File: src/rtl/msr_pkg.sv
package msr_pkg;

    localparam int unsigned MC_DTR  = 0;
    localparam int unsigned MC_RTS  = 1;
    localparam int unsigned MC_OUT1 = 2;
    localparam int unsigned MC_OUT2 = 3;
    localparam int unsigned MC_W    = 4;

    // positive "asserted" level of each handshake line
    typedef struct packed {
        logic cd;
        logic ri;
        logic dsr;
        logic cts;
    } mline_t;

    // sticky event flags, same bit order as the status nibble
    typedef struct packed {
        logic dcd;
        logic teri;
        logic ddsr;
        logic dcts;
    } mdelta_t;

    localparam int unsigned LINE_W = $bits(mline_t);

    function automatic mline_t loop_map(input logic [MC_W-1:0] mc);
        mline_t l;
        l.cd  = mc[MC_OUT2];
        l.ri  = mc[MC_OUT1];
        l.dsr = mc[MC_DTR];
        l.cts = mc[MC_RTS];
        return l;
    endfunction

    function automatic mline_t invert_lines(input logic [LINE_W-1:0] raw_n);
        return mline_t'(~raw_n);
    endfunction

endpackage

File: src/rtl/msr_sync.sv
module msr_sync #(
    parameter int unsigned WIDTH     = 4,
    parameter int unsigned STAGES    = 2,
    parameter logic        RESET_VAL = 1'b1
) (
    input  logic             clk,
    input  logic             rst,
    input  logic [WIDTH-1:0] d,
    output logic [WIDTH-1:0] q
);
    logic [WIDTH-1:0] chain [STAGES];

    generate
        for (genvar s = 0; s < STAGES; s++) begin : g_stage
            always_ff @(posedge clk) begin
                if (rst)
                    chain[s] <= {WIDTH{RESET_VAL}};
                else if (s == 0)
                    chain[s] <= d;
                else
                    chain[s] <= chain[(s == 0) ? 0 : s-1];
            end
        end
    endgenerate

    assign q = chain[STAGES-1];
endmodule

File: src/rtl/msr_line_mux.sv
module msr_line_mux
    import msr_pkg::*;
(
    input  logic [LINE_W-1:0] raw_n,
    input  logic              loop_en,
    input  logic [MC_W-1:0]   mctl,
    output mline_t            eff
);
    always_comb begin
        if (loop_en)
            eff = loop_map(mctl);
        else
            eff = invert_lines(raw_n);
    end
endmodule

File: src/rtl/msr_delta.sv
module msr_delta
    import msr_pkg::*;
(
    input  logic    clk,
    input  logic    rst,
    input  mline_t  cur,
    input  logic    rd_stb,
    output mdelta_t flags
);
    mline_t  prev_q;
    mdelta_t flags_q;
    mdelta_t hit;

    always_comb begin
        hit.dcd  = cur.cd  ^ prev_q.cd;
        hit.ddsr = cur.dsr ^ prev_q.dsr;
        hit.dcts = cur.cts ^ prev_q.cts;
        hit.teri = prev_q.ri & ~cur.ri;
    end

    always_ff @(posedge clk) begin
        if (rst) begin
            prev_q  <= '0;
            flags_q <= '0;
        end else begin
            prev_q  <= cur;
            flags_q <= (rd_stb ? mdelta_t'('0) : flags_q) | hit;
        end
    end

    assign flags = flags_q;

    assert_dsr_change_R4: assert property (@(posedge clk) disable iff (rst)
        (cur.dsr != prev_q.dsr) |=> flags_q.ddsr);
    assert_cd_change_R4: assert property (@(posedge clk) disable iff (rst)
        (cur.cd != prev_q.cd) |=> flags_q.dcd);
    assert_ring_fall_R5: assert property (@(posedge clk) disable iff (rst)
        (prev_q.ri && !cur.ri) |=> flags_q.teri);
    assert_ring_nofall_R5: assert property (@(posedge clk) disable iff (rst)
        (!flags_q.teri && !(prev_q.ri && !cur.ri)) |=> !flags_q.teri);
    assert_sticky_R6: assert property (@(posedge clk) disable iff (rst)
        !rd_stb |=> ((flags_q & $past(flags_q)) == $past(flags_q)));
    assert_clear_R6: assert property (@(posedge clk) disable iff (rst)
        (rd_stb && cur == prev_q) |=> (flags_q == '0));
    assert_keep_R7: assert property (@(posedge clk) disable iff (rst)
        (rd_stb && cur.cts != prev_q.cts) |=> flags_q.dcts);
endmodule

File: src/rtl/modem_status_tracker.sv
module modem_status_tracker
    import msr_pkg::*;
#(
    parameter int unsigned SYNC_STAGES = 2
) (
    input  logic            clk,
    input  logic            rst,
    input  logic            cd_n,
    input  logic            ri_n,
    input  logic            dsr_n,
    input  logic            cts_n,
    input  logic            loop_en,
    input  logic [MC_W-1:0] mctl,
    input  logic            flow_auto,
    input  logic            irq_en,
    input  logic            rd_stb,
    output logic [7:0]      status,
    output logic            irq
);
    logic [LINE_W-1:0] raw_sync_n;
    mline_t            eff;
    mdelta_t           flags;
    logic              irq_src;

    msr_sync #(.WIDTH(LINE_W), .STAGES(SYNC_STAGES), .RESET_VAL(1'b1)) u_sync (
        .clk (clk),
        .rst (rst),
        .d   ({cd_n, ri_n, dsr_n, cts_n}),
        .q   (raw_sync_n)
    );

    msr_line_mux u_mux (
        .raw_n   (raw_sync_n),
        .loop_en (loop_en),
        .mctl    (mctl),
        .eff     (eff)
    );

    msr_delta u_delta (
        .clk    (clk),
        .rst    (rst),
        .cur    (eff),
        .rd_stb (rd_stb),
        .flags  (flags)
    );

    always_comb begin
        irq_src = flags.dcd | flags.teri | flags.ddsr | (flags.dcts & ~flow_auto);
    end

    assign status = {eff, flags};
    assign irq    = irq_en & irq_src;

    assert_loop_map_R3: assert property (@(posedge clk) disable iff (rst)
        loop_en |-> (status[7:4] == {mctl[3], mctl[2], mctl[0], mctl[1]}));
    assert_irq_off_R8: assert property (@(posedge clk) disable iff (rst)
        !irq_en |-> !irq);
    assert_irq_on_R8: assert property (@(posedge clk) disable iff (rst)
        (irq_en && status[3:1] != 3'b000) |-> irq);
    assert_flow_mask_R9: assert property (@(posedge clk) disable iff (rst)
        (flow_auto && status[3:1] == 3'b000) |-> !irq);
endmodule

File: config.mk
export PLATFORM = sky130hd
export DESIGN_NAME = modem_status_tracker
export DESIGN_NICKNAME = d
export VERILOG_FILES = /design/src/rtl/msr_pkg.sv /design/src/rtl/msr_sync.sv /design/src/rtl/msr_line_mux.sv /design/src/rtl/msr_delta.sv /design/src/rtl/modem_status_tracker.sv
export SDC_FILE = /design/constraint.sdc
export NUM_CORES = 1
export LEC_CHECK = 0
export BUFFER_PORTS_ARGS = -buffer_cell sky130_fd_sc_hd__clkbuf_2
export CORE_MARGIN = 4
export CORE_UTILIZATION = 30
export CTS_BUF_LIST = sky130_fd_sc_hd__clkbuf_4
export DETAILED_ROUTE_END_ITERATION = 8
export PLACE_DENSITY_LB_ADDON = 0.15
export SLEW_MARGIN = 0
export SYNTH_ARGS = -nofsm -noshare
export SYNTH_HDL_FRONTEND = slang
export SYNTH_SLANG_ARGS = --single-unit
File: constraint.sdc
create_clock -name clk -period 2.8 [get_ports clk]
set_input_delay 0.14 -clock clk [delete_from_list [all_inputs] [get_ports clk]]
set_output_delay 0.14 -clock clk [all_outputs]
set_load 0.01 [all_outputs]
Word level (Yosys, flattened, before mapping)
Memory sizes are Yosys's and may differ from the RTL's.
Cells that the tools add are included.
{"block": "totals", "wordCells": 31, "ramBits": 8, "ff_bits": 8, "n_memories": 1}
{"name": "u_sync.chain", "depth": 2, "width": 4, "rd": 2, "rd_clocked_by_memory_dff": 0, "write_ports": 2, "line_no": "msr_sync.sv:11", "text": "logic [WIDTH-1:0] chain [STAGES];"}
{"block": "op_classes", "n_bitwise": 15, "mux": 7}
{"operator": "two-way mux 4 bit", "n": 4}
{"operator": "OR 1 bit", "n": 5}
{"operator": "NOT 4 bit", "n": 1}
{"operator": "OR 4 bit", "n": 1}
{"operator": "bitwise AND 1 bit", "n": 3}
{"operator": "two-way mux 1 bit", "n": 3}
{"operator": "bitwise XOR 1 bit", "n": 3}
{"operator": "NOT 1 bit", "n": 2}

Logic depth before layout (Yosys ltp)
{"block": "depth", "word_depth": 5, "mapped_depth": 4, "ltp_nobuf": 3}

Hierarchy
Synthesis repeated with hierarchy kept, for this count alone.
{"block": "unflattened", "hier_cells": 50, "hier_area_um2": 528.0}
{"mod": "msr_delta", "area_each_um2": 265.3, "cells_per_inst": 24, "instances": 1, "seq_area_each_um2": 160.2}
{"mod": "msr_sync", "area_each_um2": 210.2, "cells_per_inst": 16, "instances": 1, "seq_area_each_um2": 160.2}
{"mod": "msr_line_mux", "area_each_um2": 35.0, "cells_per_inst": 8, "instances": 1, "seq_area_each_um2": 0.0}
{"mod": "modem_status_tracker", "area_each_um2": 17.5, "cells_per_inst": 2, "instances": 1, "seq_area_each_um2": 0.0}

Least setup slack after synthesis
No wires, ideal clock.
{"block": "synth_path", "path_type": "reg2reg", "from": "reg u_delta.flags_q (netlist bit u_delta.flags[1])", "to": "reg u_delta.flags_q (netlist bit u_delta.flags[1])", "path_slack_ns": 1.820, "t_required_ns": 2.721, "t_arrival_ns": 0.900, "setup_time_ns": 0.079, "period_less_slack_ns": 0.980, "path_stages_with_launch": 4, "path_buffers": 0, "path_cell_list": "dfxtp_1 > nor2b_1 > nor2b_1 > a211oi_2"}
{"block": "synth_between", "elab_chain_cells": 2}
{"element": "start: declaration", "line_no": "msr_delta.sv:11", "text": "mdelta_t flags_q;"}
{"element": "start signal: assignment", "line_no": "msr_delta.sv:27", "text": "flags_q <= (rd_stb ? mdelta_t'('0) : flags_q) | hit;"}
{"element": "two-way mux 4 bit", "line_no": "msr_delta.sv:27"}
{"element": "OR 4 bit", "line_no": "msr_delta.sv:27"}
No other way between the ends.
A chain may end at the register's enable or synchronous reset.

Worst setup path after layout
{"block": "layout_path", "from": "reg u_delta.flags_q (netlist bit u_delta.flags[0])", "to": "out irq"}
{"block": "layout_between", "elab_chain_cells": 3}
{"element": "bitwise AND 1 bit", "line_no": "modem_status_tracker.sv:48", "text": "irq_src = flags.dcd | flags.teri | flags.ddsr | (flags.dcts & ~flow_auto);"}
{"element": "OR 1 bit", "line_no": "modem_status_tracker.sv:48"}
{"element": "bitwise AND 1 bit", "line_no": "modem_status_tracker.sv:52", "text": "assign irq = irq_en & irq_src;"}
{"element": "end: declaration", "line_no": "modem_status_tracker.sv:18", "text": "output logic irq"}
No other way between the ends.

==> results.md <==
* CTS H-tree depth at 1
* Layout cells sized above 1 at 48.8%
* Max transition margin at 74.8%
* Switching share of power at 24.5%
* Floorplan row count at 16
* Leak Pwr at 0.348 nW
* Gr usage total at 9.22%
* Synthesized flop and latch total at 16
* HP Class: in2reg
* Worst-Skew Late Latency at 280 ps
* Yosys warnings at 0
* Final setup vio count at 0
* Crit. End Element: output pin
* Die X at 53.9 um
* Placeable Area at 1980 um2
* Antenna cells at 0
* Global-route wire length before repair at 1.79 mm
* Max Slew Vio Count at 0
* Power Density at 548 nW/um2
* Switching power total at 0.106 mW
* DIE AREA at 2910 um2
* Vias per inst at 4.31
* Synth cell types at 19
* Setup crit start: u_delta.flags[0]
* Comb pwr share at 14.8%
* CTS sink count at 16
* Number of global-route vias before repair at 404
* CTS resizes at 0
* CTS root buffer: clkbuf_4
* R2r startpoint: u_delta.flags[1]
* Initial antenna violation count at 0
* # port buffers at 22
* GR Overflow Total at 0
* Worst Max-Slew Pin Slew at 368 ps
* First drt pass iteration count at 2
* Min-delay src: cts_n
* Register Area at 320 um2
* Routed len/inst at 10.5 um
* Max Freq at 769 MHz
* Total Routed Length at 1.12 mm
* Clock skew at 1.12 ps
* Cell Int Power at 0.325 mW
* Area Overhead vs Synth at 24.3%
* Most frequent cells in the layout: clkbuf_2, dfxtp_1, nor2b_1
* Nets at 95
* CP Data Required Time at 2660 ps
* IO Pins at 23
* DR vias at 461
* Clock power frac at 28.0%
* Most common cell after layout, fill and taps aside: clkbuf_2
* Sequential area share after synthesis at 50.6%
* Synthesized area at 633 um2
* Filler Cell Count at 218
* 1st-iter DRT viols at 3
* Footprint of the multi-input gates at 297 um2
* Outcome: finished, final reports clean
* Finished Cell Area at 787 um2
* Crit path launch type: register
* Die Y at 53.9 um
* Worst Setup Path Type: reg2out
* Avg Synthesized Cell Area at 11.3 um2
* TNS Setup at 0 ps
* Worst-path clk slew at 90 ps
* Max Cap Viol at 0
* Final GP Congestion at 0.610
* Initial Util at 31.9%
* Detailed Place HPWL at 866 um
* CTS tree: built
* Period utilization at 46.5%
* Antenna Nets Post-Route at 0
* VDD IR-drop max at 0.000314 V
* Seq pwr share at 57.2%
* Hold Fails Final Rpt at 0
* Period minus WS final at 1300 ps
* Syn Inst Count at 56
* Arrival @ worst endpoint at 1160 ps
* Clock Path Buffers at 2
* Pin count of the biggest net entering global routing at 17
* CP Max Fanout at 3
* Num CTS Buffers at 3
* Setup Fix Bufs, Post-CTS at 0
* Mapped Nets at 70
* DP Area at 761 um2
* Unrepaired setup endpoints after global routing: no
* Total power draw at 0.431 mW
* Worst reg2reg setup slack at 1800 ps
* Residual DRC at 0
* Hold buffer count at cts at 0
[path summary, 6_finish.rpt]
path                                            to  cells after the start
worst max register to register    u_delta.flags[1]                      3
worst max-delay path                           irq                      3
worst min register to register  u_sync.chain[1][3]                      1
worst min-delay path            u_sync.chain[0][0]                      2
[critical path: stages (launching register included)]
cell and delay (ps):
dfxtp_1 320, nor2b_1 130, o41a_1 300, clkbuf_2 130
[power groups by stage]
stage,logic [mW],registers [mW],clock network (mW)
after floorplan,0.0398,0.253,0
after global placement,0.0644,0.252,0
after detailed placement,0.0654,0.252,0
after CTS,0.0656,0.247,0.130
after global routing,0.0713,0.248,0.141
final,0.0638,0.247,0.121
[cell type report]
| cell class | count | share of cell area [%] |
|---|---|---|
| Clock buffer | 3 | 2.86 |
| Timing Repair Buffer | 22 | 14.0 |
| Multi-Input combinational cell | 38 | 37.7 |
| Sequential cell | 16 | 40.7 |
| Tap cell | 27 | 4.29 |
| Clock inverter | 1 | 0.477 |
[state kept, by name, summed over array words and instances (netlist names)]
register,count
u_delta.flags,4
u_sync.chain,8
u_delta.prev_q,4
[Yosys cell counts]
master     count  area share [%]
dfxtp_1       16              51
nor2b_1       10             9.9
or2_2          8             7.9
a21o_1         3             3.6
a211oi_2       2             4.0
and2b_1        2             2.4
nor2_1         2             1.2
nor2_4         2             3.6
a2111oi_0      1             1.4
a2111oi_2      1             2.4
a2111oi_4      1             4.3
a211oi_1       1             1.2
a21oi_1        1            0.79
buf_2          1            0.79
buf_6          1             1.8
nand2b_1       1            0.99
nor3_1         1            0.79
o21ai_1        1            0.79
o41a_1         1             1.8
[routing by layer]
layer	track usage, %	share of wire (%)	vias to the layer above
met5	0	0	-
met4	5.11	1.5	0
met3	5.82	9.6	2
met2	14.1	46	17
met1	9.58	43	203
li1	-	-	239
[logic make-up (layout without fill, tap and decap cells)]
family,count (synthesis),count (layout),synth area share (%)
flip-flops,16,16,50.6
AO/OA/AOI/OAI,12,12,20.2
buffers and inverters,2,26,2.57
AND/OR/NAND/NOR,26,26,26.7
[per-stage QoR]
| step | setup WS, ps | std cells | utilization [%] | hold slack (ps) |
|---|---|---|---|---|
| final | 1500 | 107 | 39.7 | 32.2 |
| after global routing | 1420 | 107 | 39.7 | 16.6 |
| after CTS | 1470 | 107 | 39.7 | 18.3 |
| after detailed placement | 1640 | 103 | 38.4 | 325 |
| after global placement | 1730 | 103 | 38.4 | 323 |
| after floorplan | 1820 | 56 | - | 212 |
(Power assumes the default switching activity.)
